**config.mk**
```make
export PLATFORM = sky130hd
export DESIGN_NAME = stitch_health_observer
export DESIGN_NICKNAME = d
export VERILOG_FILES = /design/src/rtl/shp_pkg.sv /design/src/rtl/shp_edge_sync.sv /design/src/rtl/shp_stitch_qualifier.sv /design/src/rtl/shp_score_accum.sv /design/src/rtl/stitch_health_observer.sv
export SDC_FILE = /design/constraint.sdc
export NUM_CORES = 1
export LEC_CHECK = 0
export CORE_MARGIN = 3
export CORE_UTILIZATION = 40
export CTS_CLUSTER_DIAMETER = 30
export DETAILED_ROUTE_END_ITERATION = 8
export PLACE_DENSITY = 0.63
export SLEW_MARGIN = 20
export SYNTH_ARGS = -nofsm -noshare
export SYNTH_HDL_FRONTEND = slang
export SYNTH_SLANG_ARGS = --single-unit
```
**constraint.sdc**
```tcl
create_clock -name clk -period 3.55 [get_ports clk]
set_clock_uncertainty 0.05 [all_clocks]
set_input_delay 0.355 -clock clk [delete_from_list [all_inputs] [get_ports clk]]
set_output_delay 0.355 -clock clk [all_outputs]
set_load 0.02 [all_outputs]
```
**src/rtl/shp_pkg.sv**
```systemverilog
package shp_pkg;

  typedef enum logic {
    CLS_NORMAL   = 1'b0,
    CLS_DEGRADED = 1'b1
  } stitch_cls_e;

  typedef enum logic {
    QS_WAIT_FIRST = 1'b0,
    QS_TIMING     = 1'b1
  } qual_state_e;

  // Weight selected by the class transition (previous -> current).
  function automatic int transition_weight(stitch_cls_e prev_c, stitch_cls_e cur_c,
                                           int w_nn, int w_dn, int w_nd, int w_dd);
    int w;
    unique case ({prev_c, cur_c})
      {CLS_NORMAL,   CLS_NORMAL  }: w = w_nn;
      {CLS_DEGRADED, CLS_NORMAL  }: w = w_dn;
      {CLS_NORMAL,   CLS_DEGRADED}: w = w_nd;
      default:                      w = w_dd;
    endcase
    return w;
  endfunction

  // Clamp a signed sum into [0, hi].
  function automatic int clamp_range(int v, int hi);
    if (v < 0)  return 0;
    if (v > hi) return hi;
    return v;
  endfunction

endpackage

```
**src/rtl/shp_edge_sync.sv**
```systemverilog
module shp_edge_sync #(
  parameter int STAGES = 2
) (
  input  logic clk,
  input  logic rst_n,
  input  logic din,
  output logic rise
);

  logic [STAGES-1:0] chain;
  logic              last_q;

  for (genvar i = 0; i < STAGES; i++) begin : g_stage
    always_ff @(posedge clk or negedge rst_n) begin
      if (!rst_n)      chain[i] <= 1'b0;
      else if (i == 0) chain[i] <= din;
      else             chain[i] <= chain[(i == 0) ? 0 : i-1];
    end
  end

  always_ff @(posedge clk or negedge rst_n) begin
    if (!rst_n) last_q <= 1'b0;
    else        last_q <= chain[STAGES-1];
  end

  assign rise = chain[STAGES-1] & ~last_q;

  // a synchronized rising edge lasts a single cycle
  a_r1_rise_single: assert property (@(posedge clk) disable iff (!rst_n)
    rise |=> !rise);

endmodule

```
**src/rtl/shp_stitch_qualifier.sv**
```systemverilog
module shp_stitch_qualifier
  import shp_pkg::*;
#(
  parameter int DUR_W = 16
) (
  input  logic             clk,
  input  logic             rst_n,
  input  logic             rise,
  input  logic [DUR_W-1:0] dur_limit,
  output logic             stitch_valid,
  output stitch_cls_e      stitch_cls
);

  localparam logic [DUR_W-1:0] DUR_MAX = {DUR_W{1'b1}};
  localparam logic [DUR_W-1:0] DUR_ONE = DUR_W'(1);

  qual_state_e      state_q, state_d;
  logic [DUR_W-1:0] dur_q;
  logic             stitch_event;
  logic             over_limit;

  // Extended part: trigger evaluation.
  assign stitch_event = rise && (state_q == QS_TIMING);
  assign over_limit   = (dur_q > dur_limit);

  // FSM part.
  always_comb begin
    state_d = state_q;
    if (rise) state_d = QS_TIMING;
  end

  always_ff @(posedge clk or negedge rst_n) begin
    if (!rst_n) state_q <= QS_WAIT_FIRST;
    else        state_q <= state_d;
  end

  // Saturating duration counter, restarted by each rising edge.
  always_ff @(posedge clk or negedge rst_n) begin
    if (!rst_n)              dur_q <= '0;
    else if (rise)           dur_q <= DUR_ONE;
    else if (dur_q != DUR_MAX) dur_q <= dur_q + DUR_ONE;
  end

  always_ff @(posedge clk or negedge rst_n) begin
    if (!rst_n) begin
      stitch_valid <= 1'b0;
      stitch_cls   <= CLS_NORMAL;
    end else begin
      stitch_valid <= stitch_event;
      if (stitch_event) stitch_cls <= over_limit ? CLS_DEGRADED : CLS_NORMAL;
    end
  end

  // a saturated counter stays saturated until the next edge
  a_r3_dur_saturates: assert property (@(posedge clk) disable iff (!rst_n)
    (dur_q == DUR_MAX && !rise) |=> dur_q == DUR_MAX);
  // stitch pulses are isolated single cycles
  a_r1_valid_single: assert property (@(posedge clk) disable iff (!rst_n)
    stitch_valid |=> !stitch_valid);
  // class only moves on a stitch event
  a_r2_class_holds: assert property (@(posedge clk) disable iff (!rst_n)
    !stitch_event |=> $stable(stitch_cls));

endmodule

```
**src/rtl/shp_score_accum.sv**
```systemverilog
module shp_score_accum
  import shp_pkg::*;
#(
  parameter int SCORE_W = 8,
  parameter int CNT_W   = 16,
  parameter int W_NN    = -1,
  parameter int W_DN    = -1,
  parameter int W_ND    = 2,
  parameter int W_DD    = 3
) (
  input  logic               clk,
  input  logic               rst_n,
  input  logic               stitch_valid,
  input  stitch_cls_e        stitch_cls,
  input  logic [SCORE_W-1:0] crit_level,
  input  logic               alarm_clr,
  output logic [SCORE_W-1:0] score,
  output logic [CNT_W-1:0]   count,
  output logic               alarm
);

  localparam int               SCORE_MAX = (1 << SCORE_W) - 1;
  localparam logic [CNT_W-1:0] CNT_MAX   = {CNT_W{1'b1}};

  stitch_cls_e        prev_q;
  logic [SCORE_W-1:0] score_next;
  logic               reach;
  int                 weight;

  assign weight     = transition_weight(prev_q, stitch_cls, W_NN, W_DN, W_ND, W_DD);
  assign score_next = SCORE_W'(clamp_range(int'(score) + weight, SCORE_MAX));
  assign reach      = stitch_valid && (score_next >= crit_level);

  always_ff @(posedge clk or negedge rst_n) begin
    if (!rst_n) begin
      score  <= '0;
      prev_q <= CLS_NORMAL;
      count  <= '0;
    end else if (stitch_valid) begin
      score  <= score_next;
      prev_q <= stitch_cls;
      if (count != CNT_MAX) count <= count + CNT_W'(1);
    end
  end

  always_ff @(posedge clk or negedge rst_n) begin
    if (!rst_n)         alarm <= 1'b0;
    else if (reach)     alarm <= 1'b1;
    else if (alarm_clr) alarm <= 1'b0;
  end

  // score at zero stays at zero on a normal stitch
  a_r6_floor_holds: assert property (@(posedge clk) disable iff (!rst_n)
    (stitch_valid && score == '0 && stitch_cls == CLS_NORMAL) |=> score == '0);
  // degraded after degraded adds the D->D weight away from the ceiling
  a_r5_dd_adds: assert property (@(posedge clk) disable iff (!rst_n)
    (stitch_valid && prev_q == CLS_DEGRADED && stitch_cls == CLS_DEGRADED
     && int'(score) <= SCORE_MAX - W_DD) |=> score == $past(score) + SCORE_W'(W_DD));
  // ceiling holds under a degraded stitch
  a_r7_ceiling_holds: assert property (@(posedge clk) disable iff (!rst_n)
    (stitch_valid && int'(score) == SCORE_MAX && stitch_cls == CLS_DEGRADED)
    |=> int'(score) == SCORE_MAX);
  // count steps by one per stitch below its maximum
  a_r4_count_steps: assert property (@(posedge clk) disable iff (!rst_n)
    (stitch_valid && count != CNT_MAX) |=> count == $past(count) + CNT_W'(1));
  // alarm is sticky without a clear
  a_r9_alarm_sticky: assert property (@(posedge clk) disable iff (!rst_n)
    (alarm && !alarm_clr) |=> alarm);
  // a reaching update sets the alarm even against a clear
  a_r9_set_wins: assert property (@(posedge clk) disable iff (!rst_n)
    reach |=> alarm);
  // score moves under alarm when the weight is positive and room remains
  a_r10_moves_in_alarm: assert property (@(posedge clk) disable iff (!rst_n)
    (alarm && stitch_valid && stitch_cls == CLS_DEGRADED && int'(score) < SCORE_MAX)
    |=> score != $past(score));

endmodule

```
**src/rtl/stitch_health_observer.sv**
```systemverilog
module stitch_health_observer
  import shp_pkg::*;
#(
  parameter int DUR_W       = 16,
  parameter int SCORE_W     = 8,
  parameter int CNT_W       = 16,
  parameter int SYNC_STAGES = 2,
  parameter int W_NN        = -1,
  parameter int W_DN        = -1,
  parameter int W_ND        = 2,
  parameter int W_DD        = 3
) (
  input  logic               clk,
  input  logic               rst_n,
  input  logic               needle_sense,
  input  logic [DUR_W-1:0]   dur_limit,
  input  logic [SCORE_W-1:0] crit_level,
  input  logic               alarm_clr,
  output logic               stitch_done,
  output logic               stitch_bad,
  output logic [SCORE_W-1:0] degr_num,
  output logic [CNT_W-1:0]   stitch_cnt,
  output logic               alarm
);

  logic        needle_rise;
  logic        qual_valid;
  stitch_cls_e qual_cls;

  shp_edge_sync #(.STAGES(SYNC_STAGES)) u_sync (
    .clk  (clk),
    .rst_n(rst_n),
    .din  (needle_sense),
    .rise (needle_rise)
  );

  shp_stitch_qualifier #(.DUR_W(DUR_W)) u_qual (
    .clk         (clk),
    .rst_n       (rst_n),
    .rise        (needle_rise),
    .dur_limit   (dur_limit),
    .stitch_valid(qual_valid),
    .stitch_cls  (qual_cls)
  );

  shp_score_accum #(
    .SCORE_W(SCORE_W), .CNT_W(CNT_W),
    .W_NN(W_NN), .W_DN(W_DN), .W_ND(W_ND), .W_DD(W_DD)
  ) u_score (
    .clk         (clk),
    .rst_n       (rst_n),
    .stitch_valid(qual_valid),
    .stitch_cls  (qual_cls),
    .crit_level  (crit_level),
    .alarm_clr   (alarm_clr),
    .score       (degr_num),
    .count       (stitch_cnt),
    .alarm       (alarm)
  );

  assign stitch_done = qual_valid;
  assign stitch_bad  = (qual_cls == CLS_DEGRADED);

  // the first stitch after reset cannot use a degraded-prefixed weight
  a_r8_first_from_normal: assert property (@(posedge clk) disable iff (!rst_n)
    (qual_valid && stitch_cnt == '0 && qual_cls == CLS_NORMAL) |=> degr_num == '0);

endmodule

```
# Word level (Yosys, flattened, before mapping)

Index checks and enable logic that the tools add are counted.

Mux-type cells: 12
$lt $le $gt $ge: 4
Reduce and logical (&&, ||, !) cells: 7
Eq/ne operators: 4
Add/subtract/negate cells: 3
Bitwise operators: 2

Operators by type and width:

| cell                                                        | count |
|---|---|
| one-hot mux 32 bit (2 select lines)                         | 1 |
| adder 16 x 1 -> 16 bit, second input constant               | 2 |
| adder 9 x 32 -> 32 bit                                      | 1 |
| > comparator 32 x 9 -> 1 bit, second input constant         | 1 |
| less-than comparator 32 x 1 -> 1 bit, second input constant | 1 |
| two-way mux 16 bit                                          | 2 |
| != test 16 bit, second input constant                       | 2 |
| two-way mux 8 bit                                           | 3 |
| > comparator 16 bit                                         | 1 |
| >= comparator 8 bit                                         | 1 |
| two-way mux 1 bit                                           | 6 |
| nonzero test 2 bit                                          | 2 |
| == test 2 x 1 -> 1 bit, second input constant               | 1 |
| == test 2 bit, second input constant                        | 1 |
| logical AND 1 bit                                           | 2 |
| logical NOT 2 bit                                           | 1 |
| AND reduction 2 bit                                         | 1 |
| OR reduction 2 bit                                          | 1 |
| bitwise AND 1 bit                                           | 1 |
| NOT 1 bit                                                   | 1 |

Logic and storage cells: 43
Register bits after elaboration: 48

# Logic depth before layout (Yosys ltp)

Gate-level depths: netlist of run 1.

Word-level depth: 12
Mapped depth: 21
Mapped depth without buffers: 20

# By module

Synthesis of run 1 repeated with hierarchy kept, for this count alone.

Cell total of the unflattened synthesis: 362
Area total of the unflattened synthesis: 3483.3 µm²

Modules (own cells, without submodules):

| module               | cells an instance | area an instance (µm²) | times used |
|---|---|---|---|
| shp_score_accum      | 202               | 2024.4                 | 1 |
| shp_stitch_qualifier | 156               | 1370.1                 | 1 |
| shp_edge_sync        | 4                 | 88.8                   | 1 |

# Worst setup path before layout of run 1

Ideal clock, no wire load.

Path kind: register to register
Start point: register u_qual.stitch_cls
End point: register u_score.alarm
Required time: 3.372 ns
Arrival time: 3.859 ns
Library setup time: 0.128 ns
Cell stages (with the launch flop): 20
Setup slack: -0.487 ns
Buffers on the path: 1
Cells stage by stage: dfrtp_1 > clkbuf_1 > inv_1 > ha_1 > o211ai_1 > o211ai_2 > a31oi_4 > or2_2 > ha_1 > nand4_1 > nor4_1 > nand3_1 > nor2_1 > a21o_2 > ha_1 > nand2b_1 > a21o_1 > a21oi_1 > o21a_1 > o21ai_0

Word-level cells in the longest chain between the ends: 12

Ends and longest elaborated chain:

| element                                                 | RTL line                   | RTL |
|---|---|---|
| start, declared                                         | shp_stitch_qualifier.sv:11 | `output stitch_cls_e stitch_cls` |
| start signal, assigned                                  | shp_stitch_qualifier.sv:50 | `if (stitch_event) stitch_cls <= over_limit ? CLS_DEGRADED : CLS_NORMAL;` |
| == test 2 bit or logical NOT 2 bit (tied branches)      | shp_pkg.sv:17              | `unique case ({prev_c, cur_c})` |
| OR reduction 2 bit (no source line)                     | n/a                        |  |
| one-hot mux 32 bit (2 select lines) (*)                 | shp_pkg.sv:17              |  |
| adder 9 x 32 -> 32 bit (*)                              | shp_score_accum.sv:31      | `assign score_next = SCORE_W'(clamp_range(int'(score) + weight, SCORE_MAX));` |
| > comparator 32 x 9 -> 1 bit                            | shp_pkg.sv:29              | `if (v > hi) return hi;` |
| two-way mux 1 bit (2 in series)                         | shp_pkg.sv:29              |  |
| two-way mux 8 bit                                       | shp_pkg.sv:30              | `return v;` |
| two-way mux 8 bit (*)                                   | shp_pkg.sv:29              |  |
| >= comparator 8 bit (*)                                 | shp_score_accum.sv:32      | `assign reach = stitch_valid && (score_next >= crit_level);` |
| logical AND 1 bit (*)                                   | shp_score_accum.sv:32      |  |
| two-way mux 1 bit or nonzero test 2 bit (tied branches) | n/a                        |  |
| end signal, assigned                                    | shp_score_accum.sv:47      | `if (!rst_n) alarm <= 1'b0;` |
| end signal, assigned                                    | shp_score_accum.sv:48      | `else if (reach) alarm <= 1'b1;` |
| end signal, assigned                                    | shp_score_accum.sv:49      | `else if (alarm_clr) alarm <= 1'b0;` |
| end, declared                                           | shp_score_accum.sv:19      | `output logic alarm` |

Every way passes the cells marked *; elsewhere a longest branch is shown, timed or not. The select of a mux whose other input is x is not followed.
A chain may end at the register's enable or synchronous reset.

# Worst setup path after layout of run 1

Start point: register u_qual.stitch_cls
End point: register u_score.alarm

Word-level cells in the longest chain between the ends: 12

Ends and longest elaborated chain:

| element                                                 | RTL line              | RTL |
|---|---|---|
| == test 2 bit or logical NOT 2 bit (tied branches)      | shp_pkg.sv:17         |  |
| OR reduction 2 bit (no source line)                     | n/a                   |  |
| one-hot mux 32 bit (2 select lines) (*)                 | shp_pkg.sv:17         |  |
| adder 9 x 32 -> 32 bit (*)                              | shp_score_accum.sv:31 |  |
| > comparator 32 x 9 -> 1 bit                            | shp_pkg.sv:29         |  |
| two-way mux 1 bit (2 in series)                         | shp_pkg.sv:29         |  |
| two-way mux 8 bit                                       | shp_pkg.sv:30         |  |
| two-way mux 8 bit (*)                                   | shp_pkg.sv:29         |  |
| net u_score.score_next[7]                               | shp_score_accum.sv:26 | `logic [SCORE_W-1:0] score_next;` |
| >= comparator 8 bit (*)                                 | shp_score_accum.sv:32 |  |
| logical AND 1 bit (*)                                   | shp_score_accum.sv:32 |  |
| two-way mux 1 bit or nonzero test 2 bit (tied branches) | n/a                   |  |

The timed path passes the listed nets; every way through them passes the cells marked *. The select of a mux whose other input is x is not followed.

==> results.md, run 1 <==
- FILL cells: 740
- First-pass GRT wire length: 14.2 mm
- Class of the worst hold path: in2async
- Top cell type's share of synthesized area: 34.5%
- Comb pwr share: 58.9%
- Total number of vias: 3000
- Post-Route WL: 8.39 mm
- Avg WL per Cell: 14.8 um
- Initial antenna violation count: 0
- Switching share of power: 40.8%
- H-tree depth: 2
- Initial Util: a little over two fifths
- Worst skew pair latency: around 0.3 ns
- Prevailing post-synth register cell: dfrtp_1
- Detail Placement HPWL: around 6.4 mm
- Gp weighted congestion: 0.854
- Failing checks: negative setup slack
- Slew margin rel.: about 51%
- Avg Inst Size Synth: about 9.4 um2
- CP Class: reg2reg
- CTS Buf Count: 5
- Clk slew on worst S/H paths: 0.09 ns
- TritonCTS clock tree: yes
- Port Buf Inserts: between 50 and 60
- Period Utilization, post-route: 102%
- Max-Cap Viols: 0
- Clock root cell: clkbuf_8
- Starting DRT DRC Count: between 80 and 90
- DR vias/cell: 5.30
- Register-to-Register Path Depth: 18
- Worst slew pin tran: approximately 0.73 ns
- Sw Pwr: 1.11 mW
- Static Leak: between 2 and 2.5 nW
- Worst setup endpoint: u_score.alarm$_DFFE_PN0P_
- VDD IR-drop max: about 0.00043 V
- N_diodes: 0
- Unrepaired setup endpoints after global routing: yes
- IO Pins: 55
- Final #Nets: roughly 530
- Yosys reg bits: 48
- TritonRoute pass-1 iters: 4
- CP Data Required Time: about 3.7 ns
- Residual DRC: 0
- Warnings from Yosys: 0
- Register-to-register setup slack: -0.09 ns
- Post-synthesis async set-or-reset flop share: 100%
- Most frequent cell after synthesis: dfrtp_1
- Largest net degree at the start of global routing: 35
- Area after DPL: 4390 um2
- Crit path from: u_qual.stitch_cls$_DFFE_PN0P_
- Crit end category: flip-flop
- Post-synth top cells: dfrtp_1, ha_1, inv_1
- Core Area: 8340 um2
- Rows: 33
- CTS Buffer Depth: 2
- Routed Antenna Nets: 0
- Post-route setup slack: -0.0859 ns
- Die area: just under 10000 um2
- Seq pwr share: 28.1%
- Final Hold Viols: 0
- Number of global-route vias before repair: between 2000 and 3000
- Startpoint Class: flip-flop
- Critical R2R Capture: u_score.alarm$_DFFE_PN0P_
- Overflow after GRT: 0
- Reg area: 1200 um2
- Internal Power: between 1.5 and 2 mW
- Synth top area cells: dfrtp_1, ha_1, xnor2_1, inv_1, a21oi_1
- Max Clk Rate: ~280 MHz
- Design area: about 4600 um2
- Height of the die: 99.3 um
- Fin Hold WS: between 0.05 and 0.06 ns
- DIE WIDTH: roughly 99 um
- Final setup viols: 1
- Overall power: around 2.7 mW
- Post-synth top area cell: dfrtp_1
- Ratio of cells with drive above 1 in the final layout: between 10% and 20%
- Synth cell types: 54
- CP arrival: 3.78 ns
- Synth Net Count: 443
- Fin crit period: ~3.6 ns
- Area occupied by multi-input gates: between 2000 and 2500 um2
- Status: finished, violations left
- Place WS: -0.201 ns
- Register area share after synthesis: 34.5%
- Area grow syn2layout: 32.9%
- GRT Total Usage: 17.5%
- TritonCTS Sinks: 48
- Power density cells: 587 nW/um2
- Pins Over Slew Limit: 0
- Crit path max fanout: 5
- Mapped cell area: roughly 3500 um2
- Post-synth EDFFs: 0
- R2r startpoint: u_qual.stitch_cls$_DFFE_PN0P_
- Cells after synthesis: 370
- Clk pwr share: between 10% and 20%
## placed cells by master, fill, tap and decap left out, drive strengths merged, types with 4 or more instances in the layout
cell / synthesis / layout
a211oi: 5 / 5
a21oi: 26 / 26
a31oi: 11 / 11
a32oi: 4 / 4
buf: 2 / 37
clkbuf: 5 / 6
clkdlybuf4s50: 0 / 53
dfrtp: 48 / 48
ha: 45 / 45
inv: 36 / 36
nand2: 24 / 24
nand2b: 8 / 8
nand3: 19 / 19
nand4: 10 / 10
nor2: 25 / 25
nor2b: 4 / 4
nor3: 7 / 7
o21ai: 10 / 10
xnor2: 18 / 18
xor2: 10 / 10
## repair_timing
action	in CTS	in global routing
hold buffers	0	0
setup buffers	6	0
resized for setup	12	1
setup endpoints to repair	1	1
pin swaps	8	0
## layer usage
layer / GRT usage (%) / part of all wire, %
met1: 25.0 / 49
met4: 3.15 / 0.88
met5: 0 / 0
met3: 2.52 / 2.5
met2: 28.5 / 47
## logic make-up after synthesis
kind of cell | after synthesis | share of synthesized area [%]
xor+xnor | 28 | 7.05
flops | 48 | 34.5
mux | 3 | 1.29
fa+ha+maj | 45 | 16.2
compound gates | 86 | 17.8
simple gates | 117 | 18.2
buf+inv | 43 | 4.89
## worst min-delay path by stage
stage | start | endpoint | slack [ns]
2_1_floorplan | rst_n | u_qual.dur_q[0]$_DFFE_PN0P_ | 0.009
3_3_place_gp | u_sync.chain[0]$_DFF_PN0_ | u_sync.chain[1]$_DFF_PN0_ | 0.28
3_5_place_dp | u_sync.chain[0]$_DFF_PN0_ | u_sync.chain[1]$_DFF_PN0_ | 0.28
4_1_cts | rst_n | u_score.count[9]$_DFFE_PN0P_ | 0.07
5_1_grt | rst_n | u_score.count[9]$_DFFE_PN0P_ | 0.1
6_report | rst_n | u_score.count[9]$_DFFE_PN0P_ | 0.05
## through the flow
| stage | util [%] | std cells | TNS [ns] |
|---|---|---|---|
| 4_1_cts | 55.4 | 566 | -0.0228 |
| 3_5_place_dp | 52.7 | 552 | -0.201 |
| 6_report | 55.4 | 566 | -0.0859 |
| 2_1_floorplan | - | 370 | -0.353 |
| 3_3_place_gp | 52.7 | 552 | -0.155 |
| 5_1_grt | 55.4 | 566 | -0.311 |
## power groups by stage
stage / logic (mW) / registers, mW / clock network [mW]
after floorplan: 0.865 / 0.835 / 0
after CTS: 1.58 / 0.760 / 0.360
after global placement: 1.48 / 0.763 / 0
after global routing: 1.77 / 0.780 / 0.381
final: 1.60 / 0.762 / 0.353
after detailed placement: 1.49 / 0.766 / 0
## registers in the layout, summed over array words and instances, names as in the netlist
register	flops
u_sync.chain	2
u_qual.dur_q	16
u_score.score	8
u_sync.last_q	1
u_score.alarm	1
u_qual.state_q	1
u_qual.stitch_valid	1
u_qual.stitch_cls	1
u_score.count	16
u_score.prev_q	1
## critical path: stages (launching register included)
cell and delay [ns]:
dfrtp_2 0.40, clkinvlp_4 0.11, buf_12 0.15, ha_4 0.26, buf_4 0.11, o211a_1 0.19, o31ai_4 0.10, a311o_1 0.33
ha_1 0.28, nand4_1 0.11, nor4_2 0.20, nand3_1 0.20, inv_2 0.16, a31oi_1 0.10, ha_1 0.32, a21oi_1 0.15
o22ai_1 0.10, a21oi_1 0.13, o21ai_1 0.08
## area by class of cell
| type | count | share of cell area [%] |
|---|---|---|
| repair buffers | 90 | 17.8 |
| multi-input cells | 279 | 48.3 |
| inverters | 36 | 3.00 |
| flip-flops and latches | 48 | 26.0 |
| clock inverters | 2 | 0.298 |
| well taps | 105 | 2.84 |
| clock buffers | 6 | 1.79 |
(Power assumes the default switching activity.)
==> run 2: changes to the inputs <==
- CELL_PAD_IN_SITES_DETAIL_PLACEMENT: default -> 0
- CELL_PAD_IN_SITES_GLOBAL_PLACEMENT: default -> 1
- CORE_UTILIZATION: 40 -> 38
- GPL_ROUTABILITY_DRIVEN: default -> 0
- GPL_TIMING_DRIVEN: default -> 1
- PLACE_DENSITY: 0.63 -> 0.76
==> run 2 against run 1 <==
Against the previous run:
- the run still ends with negative setup slack left
- count of clock-buffer cells in the layout did not move
- cell area fell by 0.14%
- first-iteration DRC count rose by 54%
- clock power rose by 19%
- via count fell by 1.0%
- routed wire length fell by 1.6%
- power rose by 1.5%
- cell count did not move
- critical endpoint unchanged
- largest cell class unchanged
- largest power group unchanged
==> results.md, run 2 (same netlist as run 1, synthesis figures left out) <==
- Post-Place Cells: 553
- CP Class: reg2reg
- CP Data Required Time: about 3.7 ns
- Final #Nets: 530
- CP top delay family: compound AO/OA/AOI/OAI gates
- Post-Route WL: 8.25 mm
- Starting DRT DRC Count: between 100 and 150
- Max-Cap Viols: 0
- Core Area: 8810 um2
- CP arrival: 3.73 ns
- TritonCTS Sinks: between 40 and 50
- Internal Power: around 1.7 mW
- CP Cell Sequence: clkinvlp_4 > buf_12 > ha_4 > o211ai_1 > o211ai_2 > a31oi_4 > or2_4 > ha_4 > nand4_1 > nor4_2 > nand3_1 > inv_2 > a31oi_1 > ha_1 > o211a_1 > a21oi_1 > o21ai_1
- Sw Pwr: 1.09 mW
- Clk pwr share: between 10% and 20%
- Top flop regs: u_qual.dur_q (16), u_score.count (16), u_score.score (8)
- Clk slew on worst S/H paths: roughly 0.09 ns
- Residual DRC: 0
- Initial antenna violation count: 0
- DR vias/cell: 5.25
- Final setup viols: 1
- Most common cell after layout, fill and taps aside: clkdlybuf4s50_1
- Slew margin rel.: between 50% and 60%
- DIE WIDTH: 102 um
- Seq pwr share: between 20% and 30%
- Ratio of cells with drive above 1 in the final layout: 17.7%
- CTS Buf Count: 5
- Register-to-register setup slack: -0.04 ns
- Crit-path max cell delay: between 0.4 and 0.5 ns
- Period Utilization, post-route: 101%
- Worst skew pair latency: ~0.30 ns
- Most frequent cells in the layout: clkdlybuf4s50_1, dfrtp_1, ha_1
- Crit path from: u_qual.stitch_cls$_DFFE_PN0P_
- Avg WL per Cell: ~15 um
- Crit path max fanout: 4
- Port Buf Inserts: between 50 and 60
- IO Pins: between 50 and 60
- Largest net degree at the start of global routing: 32
- Class of the worst hold path: in2async
- Detail Placement HPWL: 6.38 mm
- CP bufs+invs: 3
- Crit end category: flip-flop
- Static Leak: approximately 2 nW
- N_diodes: 0
- TritonCTS clock tree: yes
- Reg area: approximately 1200 um2
- Area grow syn2layout: 32.8%
- Die area: 10300 um2
- Critical R2R Capture: u_score.alarm$_DFFE_PN0P_
- Register-to-Register Path Depth: 17
- Slowest cell on the critical path: dfrtp_2
- Overflow after GRT: 0
- Worst slew pin tran: 0.711 ns
- Clock root cell: clkbuf_8
- First-pass GRT wire length: 13.8 mm
- Hold-fix buffers at CTS: 0
- R2r startpoint: u_qual.stitch_cls$_DFFE_PN0P_
- Unrepaired setup endpoints after global routing: yes
- Routed Antenna Nets: 0
- Height of the die: between 100 and 150 um
- Overall power: around 2.8 mW
- Area occupied by multi-input gates: approximately 2200 um2
- H-tree depth: 2
- FILL cells: between 800 and 900
- GRT Total Usage: roughly 17%
- Startpoint Class: flip-flop
- Post-route setup slack: -0.0438 ns
- Final Hold Viols: 0
- Fin Hold WS: 0.0453 ns
- Status: finished, violations left
- Comb pwr share: around 57%
- Fin cells: between 500 and 600
- VDD IR-drop max: between 0.0003 and 0.0004 V
- Total number of vias: between 2000 and 3000
- Initial Util: approximately two fifths
- Fin crit period: 3.59 ns
- TritonRoute pass-1 iters: 4
- Power density cells: just under 600 nW/um2
- Max Clk Rate: approximately 280 MHz
- Switching share of power: around two fifths
- CTS Buffer Depth: 2
- Pins Over Slew Limit: 0
- Failing checks: negative setup slack
- Rows: 34
- Number of global-route vias before repair: about 2900
- Most common cell on crit path: ha_4
-- run 2: timing repair --
action                     4_1_cts  5_1_grt
setup endpoints to repair        1        1
resized for setup                6        7
pin swaps                        9        2
setup buffers                    4        1
-- run 2: power by group through the flow --
stage / logic [mW] / registers [mW] / clock network [mW]
after global routing: 1.75 / 0.774 / 0.455
after detailed placement: 1.49 / 0.767 / 0
after floorplan: 0.865 / 0.835 / 0
after CTS: 1.53 / 0.758 / 0.437
after global placement: 1.48 / 0.767 / 0
final: 1.58 / 0.757 / 0.419
-- run 2: worst reg2reg max path: stages (launching register included) --
cell	delay (ns)
dfrtp_2	0.41
clkinvlp_4	0.14
buf_12	0.16
ha_4	0.28
o211ai_1	0.11
o211ai_2	0.26
a31oi_4	0.12
or2_4	0.25
ha_4	0.25
nand4_1	0.08
nor4_2	0.14
nand3_1	0.18
inv_2	0.13
a31oi_1	0.11
ha_1	0.32
o211a_1	0.25
a21oi_1	0.14
o21ai_1	0.08
-- run 2: per-layer routing --
| layer | wire (um) | GRT usage (%) |
|---|---|---|
| met1 | 4070 | 24.3 |
| met2 | 3960 | 26.5 |
| met3 | 188 | 2.55 |
| met4 | 30 | 2.45 |
| met5 | 0 | 0 |
-- run 2: stage by stage --
step | setup slack (ns) | utilization (%) | setup TNS [ns] | cell area, um2
after floorplan | -0.353 | - | -0.353 | 3550
after global placement | -0.0400 | 49.8 | -0.0400 | 4380
after detailed placement | -0.168 | 49.8 | -0.168 | 4380
after CTS | -0.0724 | 52.0 | -0.0724 | 4580
after global routing | -0.305 | 52.4 | -0.305 | 4620
final | -0.0438 | 52.4 | -0.0438 | 4620
-- run 2: worst max-delay path by stage --
stage                                 to  slack, ns  depth (start not counted)
2_1_floorplan  u_score.alarm$_DFFE_PN0P_      -0.35                         19
3_3_place_gp   u_score.alarm$_DFFE_PN0P_      -0.04                         18
3_5_place_dp   u_score.alarm$_DFFE_PN0P_      -0.17                         18
4_1_cts        u_score.alarm$_DFFE_PN0P_      -0.07                         19
5_1_grt        u_score.alarm$_DFFE_PN0P_      -0.30                         19
6_report       u_score.alarm$_DFFE_PN0P_      -0.04                         17
-- run 2: cell type report --
cell class,instances,area share (%)
multi-input cells,279,48.2
flip-flops and latches,48,26.0
repair buffers,87,17.2
inverters,36,3.01
well taps,108,2.93
clock buffers,6,1.79
clock inverters,2,0.840
